**src/rtl/seg_xlate_pkg.sv**
```systemverilog
package seg_xlate_pkg;
  typedef enum logic [1:0] {
    ACC_READ  = 2'b00,
    ACC_WRITE = 2'b01,
    ACC_FETCH = 2'b10,
    ACC_RSVD  = 2'b11
  } acc_kind_e;

  typedef enum logic [1:0] {
    SEL_CTRL   = 2'b00,
    SEL_MASK   = 2'b01,
    SEL_BASELO = 2'b10,
    SEL_BASEHI = 2'b11
  } reg_sel_e;
endpackage

```
**src/rtl/seg_xlate_regs.sv**
```systemverilog
module seg_xlate_regs #(
  parameter int REG_W  = 32,
  parameter int NSEG   = 16,
  parameter int BASE_W = 32,
  parameter int EN_LSB = 2,
  parameter int EN_MSB = 3,
  localparam int EN_W  = EN_MSB - EN_LSB + 1
) (
  input  logic              clk,
  input  logic              rst,
  input  logic              we,
  input  logic [1:0]        sel,
  input  logic [REG_W-1:0]  wdata,
  output logic [EN_W-1:0]   ctrl_en,
  output logic [NSEG-1:0]   seg_mask,
  output logic [BASE_W-1:0] base_lo,
  output logic [BASE_W-1:0] base_hi
);
  import seg_xlate_pkg::*;

  always_ff @(posedge clk) begin
    if (rst) begin
      ctrl_en  <= '0;
      seg_mask <= '0;
      base_lo  <= '0;
      base_hi  <= '0;
    end else if (we) begin
      case (reg_sel_e'(sel))
        SEL_CTRL:   ctrl_en  <= wdata[EN_MSB:EN_LSB];
        SEL_MASK:   seg_mask <= wdata[NSEG-1:0];
        SEL_BASELO: base_lo  <= wdata[BASE_W-1:0];
        SEL_BASEHI: base_hi  <= wdata[BASE_W-1:0];
        default: ;
      endcase
    end
  end
endmodule

```
**src/rtl/seg_xlate_decode.sv**
```systemverilog
module seg_xlate_decode #(
  parameter int VA_W     = 32,
  parameter int SEG_BITS = 4,
  parameter int EN_W     = 2,
  localparam int NSEG    = 2 ** SEG_BITS,
  localparam int HALF    = NSEG / 2,
  localparam int BASE_W  = HALF * SEG_BITS,
  localparam int OFF_W   = VA_W - SEG_BITS
) (
  input  logic [EN_W-1:0]     ctrl_en,
  input  logic [NSEG-1:0]     seg_mask,
  input  logic [BASE_W-1:0]   base_lo,
  input  logic [BASE_W-1:0]   base_hi,
  input  logic [VA_W-1:0]     vaddr,
  input  logic                user,
  output logic                mmu_on,
  output logic                go_paged,
  output logic [VA_W-1:0]     direct_paddr
);
  logic [SEG_BITS-1:0] nib [NSEG];
  logic [SEG_BITS-1:0] seg;
  logic                seg_hit;

  for (genvar g = 0; g < NSEG; g++) begin : g_nib
    if (g < HALF) begin : g_lo
      assign nib[g] = base_lo[g*SEG_BITS +: SEG_BITS];
    end else begin : g_hi
      assign nib[g] = base_hi[(g-HALF)*SEG_BITS +: SEG_BITS];
    end
  end

  always_comb begin
    seg      = vaddr[VA_W-1 -: SEG_BITS];
    mmu_on   = |ctrl_en;
    seg_hit  = !user && seg_mask[seg];
    go_paged = mmu_on && !seg_hit;
    if (!mmu_on) direct_paddr = vaddr;
    else         direct_paddr = {nib[seg], vaddr[OFF_W-1:0]};
  end
endmodule

```
**src/rtl/seg_xlate_front.sv**
```systemverilog
module seg_xlate_front #(
  parameter int VA_W     = 32,
  parameter int SEG_BITS = 4,
  parameter int REG_W    = 32,
  parameter int PERM_W   = 3,
  parameter int VEC_W    = 4,
  parameter int EN_LSB   = 2,
  parameter int EN_MSB   = 3,
  localparam int NSEG    = 2 ** SEG_BITS,
  localparam int BASE_W  = (NSEG / 2) * SEG_BITS,
  localparam int EN_W    = EN_MSB - EN_LSB + 1
) (
  input  logic              clk,
  input  logic              rst,
  input  logic              cfg_we,
  input  logic [1:0]        cfg_sel,
  input  logic [REG_W-1:0]  cfg_wdata,
  input  logic              req_valid,
  input  logic [VA_W-1:0]   req_vaddr,
  input  logic [1:0]        req_kind,
  input  logic              req_user,
  output logic              pg_req_valid,
  output logic [VA_W-1:0]   pg_req_vaddr,
  output logic [1:0]        pg_req_kind,
  output logic              pg_req_user,
  output logic              pg_req_itlb,
  input  logic              pg_rsp_valid,
  input  logic [VA_W-1:0]   pg_rsp_paddr,
  input  logic [PERM_W-1:0] pg_rsp_perm,
  input  logic              pg_rsp_fault,
  input  logic [VEC_W-1:0]  pg_rsp_vec,
  output logic              rsp_valid,
  output logic [VA_W-1:0]   rsp_paddr,
  output logic [PERM_W-1:0] rsp_perm,
  output logic              rsp_fault,
  output logic [VEC_W-1:0]  rsp_vec
);
  import seg_xlate_pkg::*;

  logic [EN_W-1:0]   ctrl_en;
  logic [NSEG-1:0]   seg_mask;
  logic [BASE_W-1:0] base_lo, base_hi;
  logic              mmu_on, go_paged;
  logic [VA_W-1:0]   direct_paddr;

  seg_xlate_regs #(
    .REG_W(REG_W), .NSEG(NSEG), .BASE_W(BASE_W),
    .EN_LSB(EN_LSB), .EN_MSB(EN_MSB)
  ) regs_i (
    .clk(clk), .rst(rst), .we(cfg_we), .sel(cfg_sel), .wdata(cfg_wdata),
    .ctrl_en(ctrl_en), .seg_mask(seg_mask), .base_lo(base_lo), .base_hi(base_hi)
  );

  seg_xlate_decode #(
    .VA_W(VA_W), .SEG_BITS(SEG_BITS), .EN_W(EN_W)
  ) dec_i (
    .ctrl_en(ctrl_en), .seg_mask(seg_mask), .base_lo(base_lo), .base_hi(base_hi),
    .vaddr(req_vaddr), .user(req_user),
    .mmu_on(mmu_on), .go_paged(go_paged), .direct_paddr(direct_paddr)
  );

  // Paged lookup request register
  always_ff @(posedge clk) begin
    if (rst) begin
      pg_req_valid <= 1'b0;
      pg_req_vaddr <= '0;
      pg_req_kind  <= '0;
      pg_req_user  <= 1'b0;
      pg_req_itlb  <= 1'b0;
    end else begin
      pg_req_valid <= req_valid && go_paged;
      if (req_valid && go_paged) begin
        pg_req_vaddr <= req_vaddr;
        pg_req_kind  <= req_kind;
        pg_req_user  <= req_user;
        pg_req_itlb  <= (acc_kind_e'(req_kind) == ACC_FETCH);
      end
    end
  end

  // Response register: a returning paged answer takes the slot
  always_ff @(posedge clk) begin
    if (rst) begin
      rsp_valid <= 1'b0;
      rsp_paddr <= '0;
      rsp_perm  <= '0;
      rsp_fault <= 1'b0;
      rsp_vec   <= '0;
    end else if (pg_rsp_valid) begin
      rsp_valid <= 1'b1;
      rsp_paddr <= pg_rsp_paddr;
      rsp_perm  <= pg_rsp_perm;
      rsp_fault <= pg_rsp_fault;
      rsp_vec   <= pg_rsp_vec;
    end else if (req_valid && !go_paged) begin
      rsp_valid <= 1'b1;
      rsp_paddr <= direct_paddr;
      rsp_perm  <= '1;
      rsp_fault <= 1'b0;
      rsp_vec   <= '0;
    end else begin
      rsp_valid <= 1'b0;
    end
  end
endmodule

```
**config.mk**
```make
export PLATFORM = sky130hd
export DESIGN_NAME = seg_xlate_front
export DESIGN_NICKNAME = d
export VERILOG_FILES = /design/src/rtl/seg_xlate_pkg.sv /design/src/rtl/seg_xlate_regs.sv /design/src/rtl/seg_xlate_decode.sv /design/src/rtl/seg_xlate_front.sv
export SDC_FILE = /design/constraint.sdc
export NUM_CORES = 1
export LEC_CHECK = 0
export CAP_MARGIN = 20
export CORE_UTILIZATION = 40
export CTS_CLUSTER_SIZE = 40
export DETAILED_ROUTE_END_ITERATION = 10
export GPL_TIMING_DRIVEN = 0
export PLACE_DENSITY = 0.75
export SLEW_MARGIN = 20
export SYNTH_ARGS = -nofsm -noshare
export SYNTH_HDL_FRONTEND = slang
export SYNTH_HIERARCHICAL = 1
export SYNTH_SLANG_ARGS = --single-unit
```
**constraint.sdc**
```tcl
create_clock -name clk -period 2.8 [get_ports clk]
set_input_delay 0.42 -clock clk [delete_from_list [all_inputs] [get_ports clk]]
set_output_delay 0.42 -clock clk [all_outputs]
set_load 0.05 [all_outputs]
```
==> results.yml <==
synth:
  ys_ff_latch: 160
  synth_area_leaders: "dfxtp_1 (42%), mux2i_1 (12%), nand2b_1 (9.6%), a2111oi_2 (5.8%), nor3_1 (4.3%)"
  syn-num-nets: 891
  yosysTopAreaCellShare_pct: 42.4
  synth_area_per_cell_um2: 9.73
  synth_area_um2: 7560
  ys_warn_count: 6
  ys_seq_area_share_pct: 42.4
  synth_top_area_cell: "dfxtp_1"
  ys_types: 39
  syn_inst: 777
global_route:
  grt-ovfl-total: 0
  grt_pass1_vias: 6141
  grt_use_total_pct: 22.8
  antenna_found_initial: 0
  grt_pass1_wl_um: 34100
  grt_max_degree: 17
clocking:
  clk_latency_ps: 440
  clkSinkCount: 160
  cts_hold_buf: 0
  clkTransAtPathRegs_ps: 70
  cts-root-buf: "clkbuf_16"
  htree_levels: 4
  tritoncts: "yes"
  cts_buffers: 17
  cts.path.max_buffers: 2
cells_and_area:
  fin_cells: 1229
  fillCellCount: 1602
  nets: 1101
  syn2layout_area_growth_pct: 39.0
  drive_above_1_share_pct: 16.0
  fin_util_pct: 57.5
  n_antenna_cell: 0
worst_setup_path:
  reg2reg_to: "pg_req_vaddr[11]"
  startpoint: "req_vaddr[30]"
  cp-start-kind: "input pin"
  critPathArrivalTime_ps: 3000
  regToRegStartpoint: "regs_i/seg_mask[8]"
  reg2reg_slack_ps: 490
  crit_type: "in -> reg"
  max_stage_delay_ps: 540
  rr_worst_depth: 9
  path_max_fanout: 10
  worstPathCellList: "clkdlybuf4s50_1 -> clkbuf_8 -> a2111oi_0 -> a311oi_2 -> a311oi_4 -> and2_1 -> buf_2 -> buf_4 -> nand2_1 -> a21oi_1"
  critPathCaptureType: "register"
  crit_path_top_delay_cell: "clkdlybuf4s50_1"
  cp.required_ps: 3160
place:
  port_buffers: 190
  place.gp.congestion: 0.856
  dpl.hpwl_um: 16100
  dp.cells: 1196
floorplan:
  coreArea_um2: 18300
  die-area_um2: 19500
  rows: 49
  die_h_um: 139
  ioPinCount: 192
  die_w_um: 139
  initial_core_util_pct: 41.4
min_path:
  worstHoldStart: "req_vaddr[29]"
  worstHoldPathType: "in -> reg"
  min_to: "pg_req_vaddr[29]"
  whs_path_depth: 3
sta:
  max_freq_mhz: 378
  final-setup-viol-count: 0
  final_max_slew_viol_count: 0
  fin_crit_sh_pct: 94.4
  relSlewSlack_pct: 45.6
  finClkSkew_ps: 10.7
  rsz0062_at_grt: "no"
  finalCriticalPeriod_ps: 2640
  finalHoldViolations: 0
  worst_slew_pin_slew_ps: 816
  whs_ps: 290
pwr:
  power_density_nw_per_um2: 552
  p_leak_nw: 4.14
  max-vdd-ir-drop_uv: 446
routing:
  drt_drc_violations_left: 0
  drt-total-wl_um: 21900
  drt_iter0_markers: 382
  via_per_inst: 5.19
  first_pass_iters: 4
  ant_nets: 0
  wl_per_cell_um: 17.9
  dr_total_vias: 6381
job:
  cap_viol_max_count: 0
run_status:
  status: "completed"
[registers in the layout, indices dropped and copies added (netlist names), 3 cells and up]
| register | cells |
|---|---|
| regs_i/base_lo | 32 |
| rsp_perm | 3 |
| regs_i/base_hi | 32 |
| pg_req_vaddr | 32 |
| regs_i/seg_mask | 16 |
| rsp_vec | 4 |
| rsp_paddr | 32 |
[synth_stat cells, drive strengths merged]
library cell    n
and3            2
buf            65
nor3b           1
and2            1
nor2            7
inv            37
nor4            1
a2111oi        35
nand3b          8
mux2i          89
nand2          78
and3b           2
a311oi          4
a221oi          3
a311o           1
a21oi          43
o21ai           1
o22ai           1
o2bb2a          1
mux2            3
nand3           1
dfxtp         160
clkbuf         27
nor2b           4
a31oi           3
clkinv          1
or3b            1
nor3           65
mux4           16
nand2b        116
[per-stage QoR]
| stage | worst slack, ps | total power, W | TNS, ps | area (µm²) |
|---|---|---|---|---|
| global route | 31.3 | 0.00601 | 0 | 10500 |
| floorplan | 389 | 0.00310 | 0 | 7560 |
| global placement | -852 | 0.00351 | -57390 | 9750 |
| CTS | 2.00 | 0.00580 | 0 | 10400 |
| detailed placement | -879 | 0.00352 | -57710 | 9750 |
| finish | 157 | 0.00580 | 0 | 10500 |
[where the power goes]
group          switching [W]  leakage [nW]  total, W  internal [W]
registers          0.0000548          1.31   0.00243       0.00238
clock network        0.00104         0.283   0.00229       0.00125
logic               0.000591          2.55   0.00108      0.000485
total                0.00169          4.14   0.00580       0.00412
[worst max-delay path, delay by kind of cell]
family / cells / cell delay [ps]
AOI/OAI and AO/OA: 4 / 1110
and+or+nand+nor: 2 / 260
buffers and inverters: 4 / 1210
[area by class of cell]
type | instances | area [µm²] | share of cell area, %
buffer | 91 | 617 | 5.87
clock inverter | 15 | 149 | 1.42
clock buffer | 17 | 425 | 4.05
timing repair buffer | 192 | 1920 | 18.3
sequential | 160 | 3200 | 30.5
multi-input combinational | 487 | 3770 | 35.8
inverter | 38 | 145 | 1.38
tap | 229 | 287 | 2.73
[per-layer routing]
| metal | up-vias | share of wire, % | track usage, % |
|---|---|---|---|
| met5 | - | 0 | 0 |
| met4 | 0 | 1.9 | 7.72 |
| met3 | 26 | 5.8 | 4.37 |
| met2 | 210 | 48 | 38.1 |
| met1 | 3063 | 44 | 29.5 |
| li1 | 3082 | - | - |
[cell usage in the layout, fill, tap and decap left out, types with 6 or more instances in the layout]
cell	instances
a2111oi_2	29
a21oi_1	42
buf_2	15
buf_4	35
buf_6	8
clkbuf_1	21
clkbuf_16	17
clkdlybuf4s50_1	189
dfxtp_1	160
inv_1	36
inv_6	6
mux2i_1	89
mux4_2	12
nand2_1	77
nand2b_1	115
nand3b_1	8
nor2_1	7
nor3_1	61
[timing repair]
| action | in CTS | in global routing |
|---|---|---|
| gates resized for setup | 15 | 37 |
| buffers inserted | 0 | 2 |
| pin swaps | 1 | 4 |
| endpoints found under the setup margin | 78 | 69 |
[kinds of logic after synthesis]
logic type	after synthesis	synth area share (%)
DFF	160	42.4
AOI/OAI and AO/OA	92	11.0
and+or+nand+nor	287	20.2
buffers and inverters	130	9.33
muxes	108	17.2
[worst max path at each step]
stage,endpoint,slack (ps),cells after the start
CTS,rsp_paddr[5],2,12
finish,pg_req_vaddr[11],160,10
global route,rsp_paddr[27],30,11
detailed placement,pg_req_vaddr[13],-880,11
global placement,pg_req_itlb,-850,11
floorplan,rsp_paddr[10],390,10
Power figures use the tool's default switching activity.
